==> config.mk <==
export PLATFORM = sky130hd
export DESIGN_NAME = irq_mask_ctrl
export DESIGN_NICKNAME = d
export VERILOG_FILES = /design/src/rtl/icu_pkg.sv /design/src/rtl/icu_edge_cell.sv /design/src/rtl/icu_pending.sv /design/src/rtl/icu_arbiter.sv /design/src/rtl/irq_mask_ctrl.sv
export SDC_FILE = /design/constraint.sdc
export NUM_CORES = 1
export LEC_CHECK = 0
export BUFFER_PORTS_ARGS = -buffer_cell sky130_fd_sc_hd__buf_2
export CAP_MARGIN = 40
export CELL_PAD_IN_SITES_DETAIL_PLACEMENT = 1
export CELL_PAD_IN_SITES_GLOBAL_PLACEMENT = 2
export CORE_UTILIZATION = 35
export DETAILED_ROUTE_END_ITERATION = 7
export PLACE_DENSITY_LB_ADDON = 0.12
export SYNTH_ARGS = -nofsm -noshare
export SYNTH_HDL_FRONTEND = slang
export SYNTH_SLANG_ARGS = --single-unit
==> constraint.sdc <==
create_clock -name clk -period 2.3 [get_ports clk]
set_clock_uncertainty 0.15 [all_clocks]
set_input_delay 0.345 -clock clk [delete_from_list [all_inputs] [get_ports clk]]
set_output_delay 0.345 -clock clk [all_outputs]
set_load 0.1 [all_outputs]
==> src/rtl/icu_pkg.sv <==
package icu_pkg;
    typedef enum logic [1:0] {
        REG_ENABLE   = 2'd0,
        REG_CLEAR    = 2'd1,
        REG_PENDING  = 2'd2,
        REG_POLARITY = 2'd3
    } icu_reg_e;

    typedef enum logic {
        ST_IDLE    = 1'b0,
        ST_PRESENT = 1'b1
    } icu_state_e;

    localparam int GIE_BIT  = 0;
    localparam int NMIE_BIT = 1;
endpackage

==> src/rtl/icu_edge_cell.sv <==
module icu_edge_cell (
    input  logic clk,
    input  logic rst_n,
    input  logic level_i,
    input  logic fall_sel_i,
    output logic edge_o
);
    logic prev_q;

    always_ff @(posedge clk or negedge rst_n) begin
        if (!rst_n) prev_q <= 1'b0;
        else        prev_q <= level_i;
    end

    always_comb begin
        if (fall_sel_i) edge_o = prev_q & ~level_i;
        else            edge_o = level_i & ~prev_q;
    end
endmodule

==> src/rtl/icu_pending.sv <==
module icu_pending #(
    parameter int NUM_LINES = 16
) (
    input  logic                 clk,
    input  logic                 rst_n,
    input  logic [NUM_LINES-1:0] edge_i,
    input  logic [NUM_LINES-1:0] clr_mask_i,
    input  logic [NUM_LINES-1:0] ack_mask_i,
    output logic [NUM_LINES-1:0] pend_o
);
    logic [NUM_LINES-1:0] pend_q;
    logic [NUM_LINES-1:0] pend_d;

    always_comb begin
        pend_d = (pend_q & ~(clr_mask_i | ack_mask_i)) | edge_i;
    end

    always_ff @(posedge clk or negedge rst_n) begin
        if (!rst_n) pend_q <= '0;
        else        pend_q <= pend_d;
    end

    assign pend_o = pend_q;

    AST_EDGE_SETS_FLAG: assert property (@(posedge clk) disable iff (!rst_n)
        (edge_i != '0) |=> ((pend_q & $past(edge_i)) == $past(edge_i)));

    AST_FALL_ONLY_WHEN_CLEARED: assert property (@(posedge clk) disable iff (!rst_n)
        1'b1 |=> ((($past(pend_q) & ~pend_q) & ~($past(clr_mask_i) | $past(ack_mask_i))) == '0));
endmodule

==> src/rtl/icu_arbiter.sv <==
module icu_arbiter
    import icu_pkg::*;
#(
    parameter int NUM_LINES = 16,
    localparam int IDX_W = $clog2(NUM_LINES)
) (
    input  logic                 clk,
    input  logic                 rst_n,
    input  logic [NUM_LINES-1:0] elig_i,
    input  logic                 ack_i,
    output logic                 req_o,
    output logic [IDX_W-1:0]     idx_o,
    output logic [NUM_LINES-1:0] ack_mask_o
);
    icu_state_e       state_q, state_d;
    logic [IDX_W-1:0] held_q, held_d;
    logic [IDX_W-1:0] best_idx;
    logic             any_elig;
    logic             held_elig;

    always_comb begin
        best_idx = '0;
        any_elig = 1'b0;
        for (int i = 0; i < NUM_LINES; i++) begin
            if (elig_i[i] && !any_elig) begin
                best_idx = IDX_W'(i);
                any_elig = 1'b1;
            end
        end
    end

    assign held_elig = elig_i[held_q];

    always_comb begin
        state_d = state_q;
        held_d  = held_q;
        unique case (state_q)
            ST_IDLE: begin
                if (any_elig) begin
                    state_d = ST_PRESENT;
                    held_d  = best_idx;
                end
            end
            ST_PRESENT: begin
                if (ack_i || !held_elig) state_d = ST_IDLE;
            end
            default: state_d = ST_IDLE;
        endcase
    end

    always_ff @(posedge clk or negedge rst_n) begin
        if (!rst_n) begin
            state_q <= ST_IDLE;
            held_q  <= '0;
        end else begin
            state_q <= state_d;
            held_q  <= held_d;
        end
    end

    always_comb begin
        req_o      = (state_q == ST_PRESENT) && held_elig;
        idx_o      = held_q;
        ack_mask_o = '0;
        for (int i = 0; i < NUM_LINES; i++) begin
            ack_mask_o[i] = req_o && ack_i && (held_q == IDX_W'(i));
        end
    end

    logic [NUM_LINES-1:0] below_mask;
    always_comb begin
        for (int i = 0; i < NUM_LINES; i++) begin
            below_mask[i] = (i < int'(held_q));
        end
    end

    AST_IDX_LOWEST: assert property (@(posedge clk) disable iff (!rst_n)
        ((state_q == ST_PRESENT) && ($past(state_q) == ST_IDLE)) |->
            (($past(elig_i) & below_mask) == '0));
endmodule

==> src/rtl/irq_mask_ctrl.sv <==
module irq_mask_ctrl
    import icu_pkg::*;
#(
    parameter int NUM_LINES  = 16,
    parameter int FIRST_LINE = 4,
    localparam int IDX_W     = $clog2(NUM_LINES)
) (
    input  logic                            clk,
    input  logic                            rst_n,
    input  logic [NUM_LINES-1:FIRST_LINE]   line_i,
    input  logic                            wr_en_i,
    input  logic [1:0]                      addr_i,
    input  logic [NUM_LINES-1:0]            wdata_i,
    output logic [NUM_LINES-1:0]            rdata_o,
    input  logic                            irq_ack_i,
    output logic                            irq_req_o,
    output logic [IDX_W-1:0]                irq_idx_o
);
    localparam logic [NUM_LINES-1:0] LINE_MASK = {NUM_LINES{1'b1}} << FIRST_LINE;
    localparam logic [NUM_LINES-1:0] EN_WMASK  =
        LINE_MASK | (NUM_LINES'(1) << GIE_BIT) | (NUM_LINES'(1) << NMIE_BIT);

    logic [NUM_LINES-1:0] en_q;
    logic [NUM_LINES-1:0] pol_q;
    logic [NUM_LINES-1:0] edge_vec;
    logic [NUM_LINES-1:0] pend_vec;
    logic [NUM_LINES-1:0] clr_mask;
    logic [NUM_LINES-1:0] ack_mask;
    logic [NUM_LINES-1:0] elig_vec;
    icu_reg_e             reg_sel;

    assign reg_sel = icu_reg_e'(addr_i);

    always_ff @(posedge clk or negedge rst_n) begin
        if (!rst_n) begin
            en_q  <= '0;
            pol_q <= '0;
        end else if (wr_en_i) begin
            if (reg_sel == REG_ENABLE)   en_q  <= wdata_i & EN_WMASK;
            if (reg_sel == REG_POLARITY) pol_q <= wdata_i & LINE_MASK;
        end
    end

    assign clr_mask = (wr_en_i && reg_sel == REG_CLEAR) ? wdata_i : '0;

    genvar g;
    generate
        for (g = 0; g < NUM_LINES; g++) begin : g_line
            if (g >= FIRST_LINE) begin : g_src
                icu_edge_cell u_edge (
                    .clk        (clk),
                    .rst_n      (rst_n),
                    .level_i    (line_i[g]),
                    .fall_sel_i (pol_q[g]),
                    .edge_o     (edge_vec[g])
                );
            end else begin : g_none
                assign edge_vec[g] = 1'b0;
            end
        end
    endgenerate

    icu_pending #(.NUM_LINES(NUM_LINES)) u_pending (
        .clk        (clk),
        .rst_n      (rst_n),
        .edge_i     (edge_vec),
        .clr_mask_i (clr_mask),
        .ack_mask_i (ack_mask),
        .pend_o     (pend_vec)
    );

    assign elig_vec = pend_vec & en_q & LINE_MASK & {NUM_LINES{en_q[GIE_BIT]}};

    icu_arbiter #(.NUM_LINES(NUM_LINES)) u_arbiter (
        .clk        (clk),
        .rst_n      (rst_n),
        .elig_i     (elig_vec),
        .ack_i      (irq_ack_i),
        .req_o      (irq_req_o),
        .idx_o      (irq_idx_o),
        .ack_mask_o (ack_mask)
    );

    always_comb begin
        unique case (reg_sel)
            REG_ENABLE:   rdata_o = en_q;
            REG_CLEAR:    rdata_o = '0;
            REG_PENDING:  rdata_o = pend_vec;
            REG_POLARITY: rdata_o = pol_q;
            default:      rdata_o = '0;
        endcase
    end

    AST_REQ_ELIGIBLE: assert property (@(posedge clk) disable iff (!rst_n)
        irq_req_o |-> (pend_vec[irq_idx_o] && en_q[irq_idx_o] && en_q[GIE_BIT]));

    AST_ACK_DROPS_REQ: assert property (@(posedge clk) disable iff (!rst_n)
        (irq_ack_i && irq_req_o) |=> !irq_req_o);
endmodule

==> flow_summary.json, run 1 <==
{
  "violations": "setup timing",
  "synth_cell_types": 48,
  "syn_area_per_cell_um2": 10.2,
  "rsz0062_at_grt": "yes",
  "synth-edff-count": 0,
  "drv_cap": 0,
  "cts_tree": "yes",
  "ys_warn_count": 0,
  "path_class": "reg2out",
  "vias_per_cell": 5.25,
  "crit_path_cell_trace": "inv_2 -> mux4_2 -> nor3_2 -> nor2_2 -> a21boi_4 -> buf_12",
  "cts_max_level": 3,
  "cts-buffers-inserted": 9,
  "wl_met1_um": 4180,
  "wl_met3_um": 253,
  "max_freq_ghz": 0.410,
  "n_antenna_cell": 0,
  "grt-ovfl-total": 0,
  "grt_start_max_net_pins": 37,
  "synthCells": 293,
  "synth_async_sr_flop_share": 1.00,
  "whs_ps": 34.3,
  "path_buf_inv": 2,
  "synth_most_common_cell": "dfrtp_1",
  "synth_top_area_share": 0.492,
  "worstMarginPinSlew_ps": 496,
  "p_per_area_nw_per_um2": 1080,
  "synth_flop_cell": "dfrtp_1",
  "worstPathMaxFanout": 3,
  "grt_usage": 0.219,
  "ir_worst_vdd_uv": 469,
  "gp_congestion": 0.842,
  "ys_top_cells_by_count": "dfrtp_1 (59), nand2_1 (52), mux2_2 (25)",
  "cts_max_path_buffers": 2,
  "synthesis.nets": 327,
  "run_status": "complete, but fails checks",
  "fin_ws_ps": -139,
  "postRouteAntennaNets": 0,
  "vias": 2621,
  "start_util": 0.363,
  "drive_above_1_share": 0.393,
  "final-max-slew-violation-count": 0,
  "hp-class": "in2reg",
  "cp_data_arrival_time_ps": 1940,
  "io_buffers": 54,
  "period_needed_ps": 2440,
  "fp.dieArea_um2": 8940,
  "die_h_um": 94.6,
  "num-nets-final": 423,
  "top_level_ports": 55,
  "synthToLayoutAreaGrowth_pct": 42.4,
  "core_um2": 8260,
  "setup_viol": 1,
  "clkLatencyLatePin_ps": 340,
  "wl_met2_um": 4250,
  "dr.max_layer_used": "met4",
  "maxSlewHeadroom": 0.672,
  "clock_sinks": 59,
  "grt_pass1_wl_um": 14500,
  "synth-seq-cells": 59,
  "pre_cts_ws_ps": 113,
  "synth_top_cell_by_area": "dfrtp_1",
  "grt_pass1_vias": 2777,
  "p_leak_nw": 1.90,
  "min_period_over_period": 1.06,
  "drc": 0,
  "dp_hpwl_um": 6600,
  "critical_path.top_delay_family": "multiplexers",
  "cpMaxStageDelayCell": "mux4_2",
  "die_x_um": 94.6,
  "drt-initial-drc-count": 76,
  "syn_area_um2": 3000,
  "endpoint_kind": "output pin",
  "ys_seq_area_frac": 0.492,
  "clockRootBuffer": "clkbuf_8",
  "crit_path_max_incr_delay_ps": 520,
  "hold_viol_final": 0,
  "path_clk_slew_ps": 70,
  "start_kind": "flip-flop",
  "routedWlPerCell_um": 17.7,
  "drtPass1Iterations": 4,
  "row_count": 33,
  "drt_wl_total_um": 8840,
  "required_ps": 1800,
  "antenna_found_initial": 0,
  "synth_area_leaders": "dfrtp_1 (49%), mux2_2 (9.4%), nand2_1 (6.5%)"
}
-- final timing paths --
kind | start | to | slack [ps] | depth (start not counted)
setup reg to reg | u_arbiter.idx_o[1] | u_pending.pend_o[9] | 50 | 6
min in group asynchronous | rst_n | g_line[4].g_src.u_edge.prev_q | 230 | 2
hold / removal | wdata_i[3] | u_pending.pend_o[3] | 30 | 2
max in group asynchronous | rst_n | u_arbiter.idx_o[2] | 1250 | 3
setup / recovery | u_arbiter.idx_o[1] | irq_req_o | -140 | 6
hold reg to reg | g_line[5].g_src.u_edge.prev_q | u_pending.pend_o[5] | 360 | 2
-- kinds of logic (layout without fill, tap and decap cells) --
family,Yosys count,in the layout,share of synthesized area
flip-flops,59,59,0.492
AND/OR/NAND/NOR,123,123,0.212
multiplexers,40,40,0.148
buffers and inverters,15,116,0.0221
AO/OA/AOI/OAI,56,56,0.125
-- metrics by stage --
step	total power, mW	util	instance area (µm²)	TNS (ps)	cells
CTS	4.61	0.513	4240	-204	497
detailed placement	3.32	0.464	3830	0	467
global route	4.86	0.517	4270	-260	499
finish	4.63	0.517	4270	-139	499
floorplan	2.67	-	3050	-3320	293
global placement	3.29	0.464	3830	0	467
-- report_power, final --
group          total, mW  switching, mW  internal [mW]
logic               1.93           1.21          0.726
clock network       1.24          0.435          0.807
registers           1.45          0.221           1.23
-- state kept, by name, summed over array words and instances, names as in the netlist --
signal and count:
u_pending.pend_o 16, en_q 14, g_line.g_src.u_edge.prev_q 12, pol_q 12
u_arbiter.idx_o 4, u_arbiter.state_q 1
-- cell usage in the layout, fill, tap and decap left out, types with 5 or more instances in the layout --
cell           synthesis  layout
o21ai_2                0       6
nand3_1               12      12
or3b_2                 5       5
buf_12                 0      16
nand2b_1               5       5
o21ai_1                0       6
mux2i_1               14      14
o21ai_0               18       6
dlygate4sd3_1          0      13
mux2_2                25      25
nand3b_1               8       8
nor2_1                17      14
buf_4                  1      28
a31oi_1                5       5
dfrtp_1               59      55
clkbuf_8               0      12
nand2_1               52      52
buf_2                  5      40
-- metal layers --
metal / GRT usage / vias to the layer above
met2: 0.357 / 45
met4: 0.0859 / 0
met5: 0 / -
met3: 0.0346 / 13
met1: 0.290 / 1304
li1: - / 1259
-- area by class of cell --
class / instances / area (µm²)
Sequential cell: 59 / 1480
Clock inverter: 4 / 95.1
Fill cell: 948 / 3990
Multi-Input combinational cell: 219 / 1520
Timing Repair Buffer: 97 / 861
Tap cell: 105 / 131
Clock buffer: 12 / 165
Inverter: 3 / 11.3
-- what timing repair did --
item                                    4_1_cts  5_1_grt
pin swaps                                     3        3
hold endpoints to repair                     71        0
gates cloned                                  0        0
hold buffers                                 13        0
setup buffers                                 1        2
endpoints found under the setup margin        1        2
gates resized for setup                       2        4
Power figures use the tool's default switching activity.
==> inputs of run 2 (changes only) <==
==> constraint.sdc (replaced) <==
create_clock -name clk -period 2.77 [get_ports clk]
set_clock_uncertainty 0.15 [all_clocks]
set_input_delay 0.554 -clock clk [delete_from_list [all_inputs] [get_ports clk]]
set_output_delay 0.554 -clock clk [all_outputs]
set_load 0.1 [all_outputs]
==> run 2 against run 1 <==
The flow now finishes without violations. Final cell count decreased by 5.0%. Clock power decreased by 21%. Sequential cell count unchanged. Design area decreased by 6.9%. Routed wire length decreased by 2.6%. Hold slack improved by 11 ps. First-iteration DRC count increased by 46%. Global-route usage decreased by 0.51 points. Sequential share of layout area increased by 2.4 points. Combinational power decreased by 23%. Via count decreased by 3.5%. Largest power group unchanged. Highest routed layer unchanged.
==> flow_summary.json, run 2 (synthesized netlist as in run 1, its figures left out) <==
{
  "run_status": "finished clean",
  "num-nets-final": 398,
  "io_buffers": 54,
  "max_freq_ghz": 0.371,
  "largest_reg_flops": 16,
  "drt_wl_total_um": 8620,
  "die_h_um": 94.6,
  "start_util": 0.363,
  "fin_total_pwr_mw": 3.69,
  "clkLatencyLatePin_ps": 350,
  "clockRootBuffer": "clkbuf_8",
  "path_class": "reg2out",
  "grt_usage": 0.213,
  "cts_max_path_buffers": 2,
  "final_cell_mix": "dfrtp_1 (57), nand2_1 (52), buf_2 (41)",
  "required_ps": 2070,
  "dp_hpwl_um": 6440,
  "whs_ps": 45.4,
  "setup_tns_ps": 0,
  "final-max-slew-violation-count": 0,
  "grt_pass1_wl_um": 14100,
  "cts-buffers-inserted": 9,
  "cts-hold-fix-buffers": 0,
  "fp.dieArea_um2": 8940,
  "hold_viol_final": 0,
  "postRouteAntennaNets": 0,
  "rsz0062_at_grt": "yes",
  "path_clk_slew_ps": 80,
  "grt_pass1_vias": 2593,
  "drc": 0,
  "gp_congestion": 0.839,
  "die_x_um": 94.6,
  "hp-class": "in2async",
  "cts_max_level": 3,
  "p_leak_nw": 1.77,
  "drive_above_1_share": 0.369,
  "drt-initial-drc-count": 111,
  "setup_viol": 0,
  "synthToLayoutAreaGrowth_pct": 32.6,
  "worstPathMaxFanout": 5,
  "drtPass1Iterations": 6,
  "reg2reg_slack_ps": 430,
  "p_per_area_nw_per_um2": 928,
  "cp_data_arrival_time_ps": 1990,
  "clock_sinks": 59,
  "start_kind": "flip-flop",
  "routedWlPerCell_um": 18.2,
  "layout_commonest_cell": "dfrtp_1",
  "grt_start_max_net_pins": 34,
  "vias": 2528,
  "worstMarginPinSlew_ps": 501,
  "min_period_over_period": 0.973,
  "top_level_ports": 55,
  "core_um2": 8260,
  "endpoint_kind": "output pin",
  "antenna_found_initial": 0,
  "ir_worst_vdd_uv": 486,
  "cts_tree": "yes",
  "drv_cap": 0,
  "vias_per_cell": 5.33,
  "period_needed_ps": 2700,
  "n_antenna_cell": 0,
  "row_count": 33,
  "grt-ovfl-total": 0,
  "maxSlewHeadroom": 0.668
}
## run 2: cell types whose count changed in the layout (fill, tap and decap cells not counted), sizes merged
| cell | previous run | this run |
|---|---|---|
| buf | 84 | 72 |
| clkbuf | 12 | 11 |
| clkinv | 2 | 3 |
| dlygate4sd3 | 13 | 0 |
## run 2: per-stage QoR
stage                     utilization  instance area [µm²]  instances  worst slack [ps]
final                           0.482                 3980        474              73.6
after global routing            0.482                 3980        474             -5.81
after CTS                       0.478                 3950        472              6.02
after detailed placement        0.447                 3690        455               335
after global placement          0.447                 3690        455               338
after floorplan                     -                 3040        293              -361
## run 2: path summary, 6_finish.rpt
path / from / to / cells after the start
hold reg to reg: en_q[1] / en_q[1] / 1
setup / recovery: u_arbiter.idx_o[1] / irq_req_o / 6
hold / removal: rst_n / u_pending.pend_o[3] / 2
min in group clk: line_i[15] / g_line[15].g_src.u_edge.prev_q / 1
setup reg to reg: u_arbiter.idx_o[1] / u_pending.pend_o[12] / 8
max in group asynchronous: rst_n / u_arbiter.idx_o[0] / 2
## run 2: what timing repair did
action                     4_1_cts  5_1_grt
buffers inserted                 1        2
gates resized for setup          1        3
hold endpoints to repair         0        0
setup endpoints to repair        1        1
pin swaps                        2        3
## run 2: worst max-delay path, stage by stage, from the launching register on
cell and delay (ps):
dfrtp_2 430, inv_2 70, mux4_2 540, nor3_4 140, nor2_2 80, a21boi_4 190, buf_12 190
## run 2: power by group
| group | leakage (nW) | total (mW) | switching (mW) | internal, mW |
|---|---|---|---|---|
| Sequential | 0.677 | 1.22 | 0.202 | 1.02 |
| Clock | 0.123 | 0.976 | 0.357 | 0.620 |
| Combinational | 0.972 | 1.49 | 0.971 | 0.521 |
| Total | 1.77 | 3.69 | 1.53 | 2.16 |
## run 2: metal layers
metal / GRT usage / wire length [µm] / up-vias
met2: 0.352 / 4180 / 48
met1: 0.281 / 4060 / 1263
met5: 0 / 0 / -
li1: - / - / 1207
met3: 0.0346 / 252 / 10
met4: 0.0808 / 124 / 0
## run 2: layout make-up
type | count | area (µm²)
inverters | 3 | 11.3
multi-input cells | 219 | 1510
flip-flops and latches | 59 | 1480
repair buffers | 72 | 601
clock buffers | 11 | 141
well taps | 105 | 131
fillers | 943 | 4280
clock inverters | 5 | 100
==> inputs of run 3 (changes only) <==
Settings changed: HOLD_SLACK_MARGIN from default to 0.15.
==> run 3 against run 2 <==
Global-route usage stayed put. Die area stayed put. Via count is 0.55% higher. Critical path depth stayed put. Count of clock-buffer cells in the layout stayed put. First-iteration DRC count is 2.7% lower. Design area is 0.25% higher. Largest cell class unchanged.
==> flow_summary.json, run 3 (synthesized netlist as in run 1, its figures left out) <==
{
  "run_status": "finished clean",
  "cts-buffers-inserted": 9,
  "worstPathMaxFanout": 5,
  "cts_tree": "yes",
  "cts_max_path_buffers": 2,
  "grt-ovfl-total": 0,
  "setup_viol": 0,
  "ir_worst_vdd_uv": 486,
  "max_freq_ghz": 0.372,
  "antenna_found_initial": 0,
  "vias_per_cell": 5.35,
  "endpoint_kind": "output pin",
  "pwr-share-comb": 0.405,
  "drtPass1Iterations": 5,
  "gp_congestion": 0.839,
  "hold_viol_final": 0,
  "multi_input_area_um2": 1510,
  "die_h_um": 94.6,
  "p_per_area_nw_per_um2": 924,
  "core_um2": 8260,
  "clock_sinks": 59,
  "routedWlPerCell_um": 18.1,
  "layout_commonest_cell": "dfrtp_1",
  "die_x_um": 94.6,
  "num-nets-final": 399,
  "n_fill_cell": 942,
  "grt_start_max_net_pins": 34,
  "path_clk_slew_ps": 80,
  "clockRootBuffer": "clkbuf_8",
  "pre_cts_ws_ps": 335,
  "clkLatencyLatePin_ps": 340,
  "grt_usage": 0.213,
  "drv_cap": 0,
  "p_int_mw": 2.16,
  "worstMarginPinSlew_ps": 501,
  "vias": 2542,
  "p_clk_frac": 0.264,
  "p_seq_frac": 0.331,
  "n_antenna_cell": 0,
  "grt_pass1_wl_um": 14100,
  "switching_share": 0.414,
  "hp-class": "in2reg",
  "drt-initial-drc-count": 108,
  "drt_wl_total_um": 8600,
  "maxSlewHeadroom": 0.668,
  "synthToLayoutAreaGrowth_pct": 33.0,
  "row_count": 33,
  "regArea_um2": 1480,
  "final-max-slew-violation-count": 0,
  "drc": 0,
  "fin_util": 0.483,
  "cts_max_level": 3,
  "period_needed_ps": 2690,
  "dp_hpwl_um": 6440,
  "start_util": 0.363,
  "min_period_over_period": 0.972,
  "path_class": "reg2out",
  "fp.dieArea_um2": 8940,
  "postRouteAntennaNets": 0,
  "cp_data_arrival_time_ps": 1990,
  "io_buffers": 54,
  "fin_ws_ps": 78.6,
  "largest_reg_flops": 16,
  "switching_power_mw": 1.52,
  "whs_ps": 187,
  "grt_pass1_vias": 2593,
  "top_level_ports": 55,
  "p_leak_nw": 1.78,
  "final_cell_mix": "dfrtp_1 (57), nand2_1 (52), buf_2 (41)",
  "rsz0062_at_grt": "yes",
  "start_kind": "flip-flop",
  "required_ps": 2070,
  "drive_above_1_share": 0.368
}
==> run 3: cell count changes in the layout (fill, tap and decap cells not counted), sizes merged <==
cell | before | now
dlygate4sd3 | 0 | 1
==> run 3: what timing repair did <==
action                                  in CTS  in global routing
gates resized for setup                      1                  3
hold buffers                                 1                  0
hold endpoints to repair                    59                  0
pin swaps                                    2                  3
endpoints found under the setup margin       1                  1
setup buffers                                1                  2
==> run 3: worst max-delay path, cell delays in order (launching register included) <==
cell      delay (ps)
dfrtp_2          430
inv_2             70
mux4_2           540
nor3_4           140
nor2_2            80
a21boi_4         190
buf_12           190
==> run 3: worst paths after layout <==
kind | to | startpoint | cells past startpoint | slack [ps]
max | irq_req_o | u_arbiter.idx_o[1] | 6 | 80
min | g_line[15].g_src.u_edge.prev_q | line_i[15] | 1 | 190
max reg2reg | u_pending.pend_o[12] | u_arbiter.idx_o[1] | 8 | 430
min reg2reg | en_q[1] | en_q[1] | 1 | 360
max in group asynchronous | u_arbiter.idx_o[0] | rst_n | 3 | 1460
min in group asynchronous | u_pending.pend_o[3] | rst_n | 3 | 610
==> run 3: final cells by class <==
cell class,instances,area share
clock buffers,11,0.0355
clock inverters,5,0.0251
inverters,3,0.00282
multi-input cells,219,0.379
flip-flops and latches,59,0.371
well taps,105,0.0330
repair buffers,73,0.153
==> run 3: layer usage <==
metal  up-vias  GRT usage  share of wire
met5         -          0              0
met4         0     0.0808          0.015
met3        13     0.0338          0.027
met2        46      0.352           0.49
met1      1273      0.282           0.47
li1       1210          -              -
==> run 3: per-stage QoR <==
| stage | setup TNS [ps] | area (µm²) | cells | total power [mW] |
|---|---|---|---|---|
| floorplan | -2390 | 3040 | 293 | 2.21 |
| global placement | 0 | 3690 | 455 | 2.66 |
| detailed placement | 0 | 3690 | 455 | 2.68 |
| CTS | 0 | 3960 | 473 | 3.68 |
| global route | -5.81 | 3990 | 475 | 3.87 |
| finish | 0 | 3990 | 475 | 3.68 |
==> run 3: power by group through the flow <==
stage | clock [mW] | combinational (mW) | sequential (mW)
CTS | 0.998 | 1.47 | 1.22
finish | 0.973 | 1.49 | 1.22
floorplan | 0 | 0.850 | 1.36
detailed placement | 0 | 1.45 | 1.23
global placement | 0 | 1.43 | 1.23
global route | 1.03 | 1.60 | 1.25
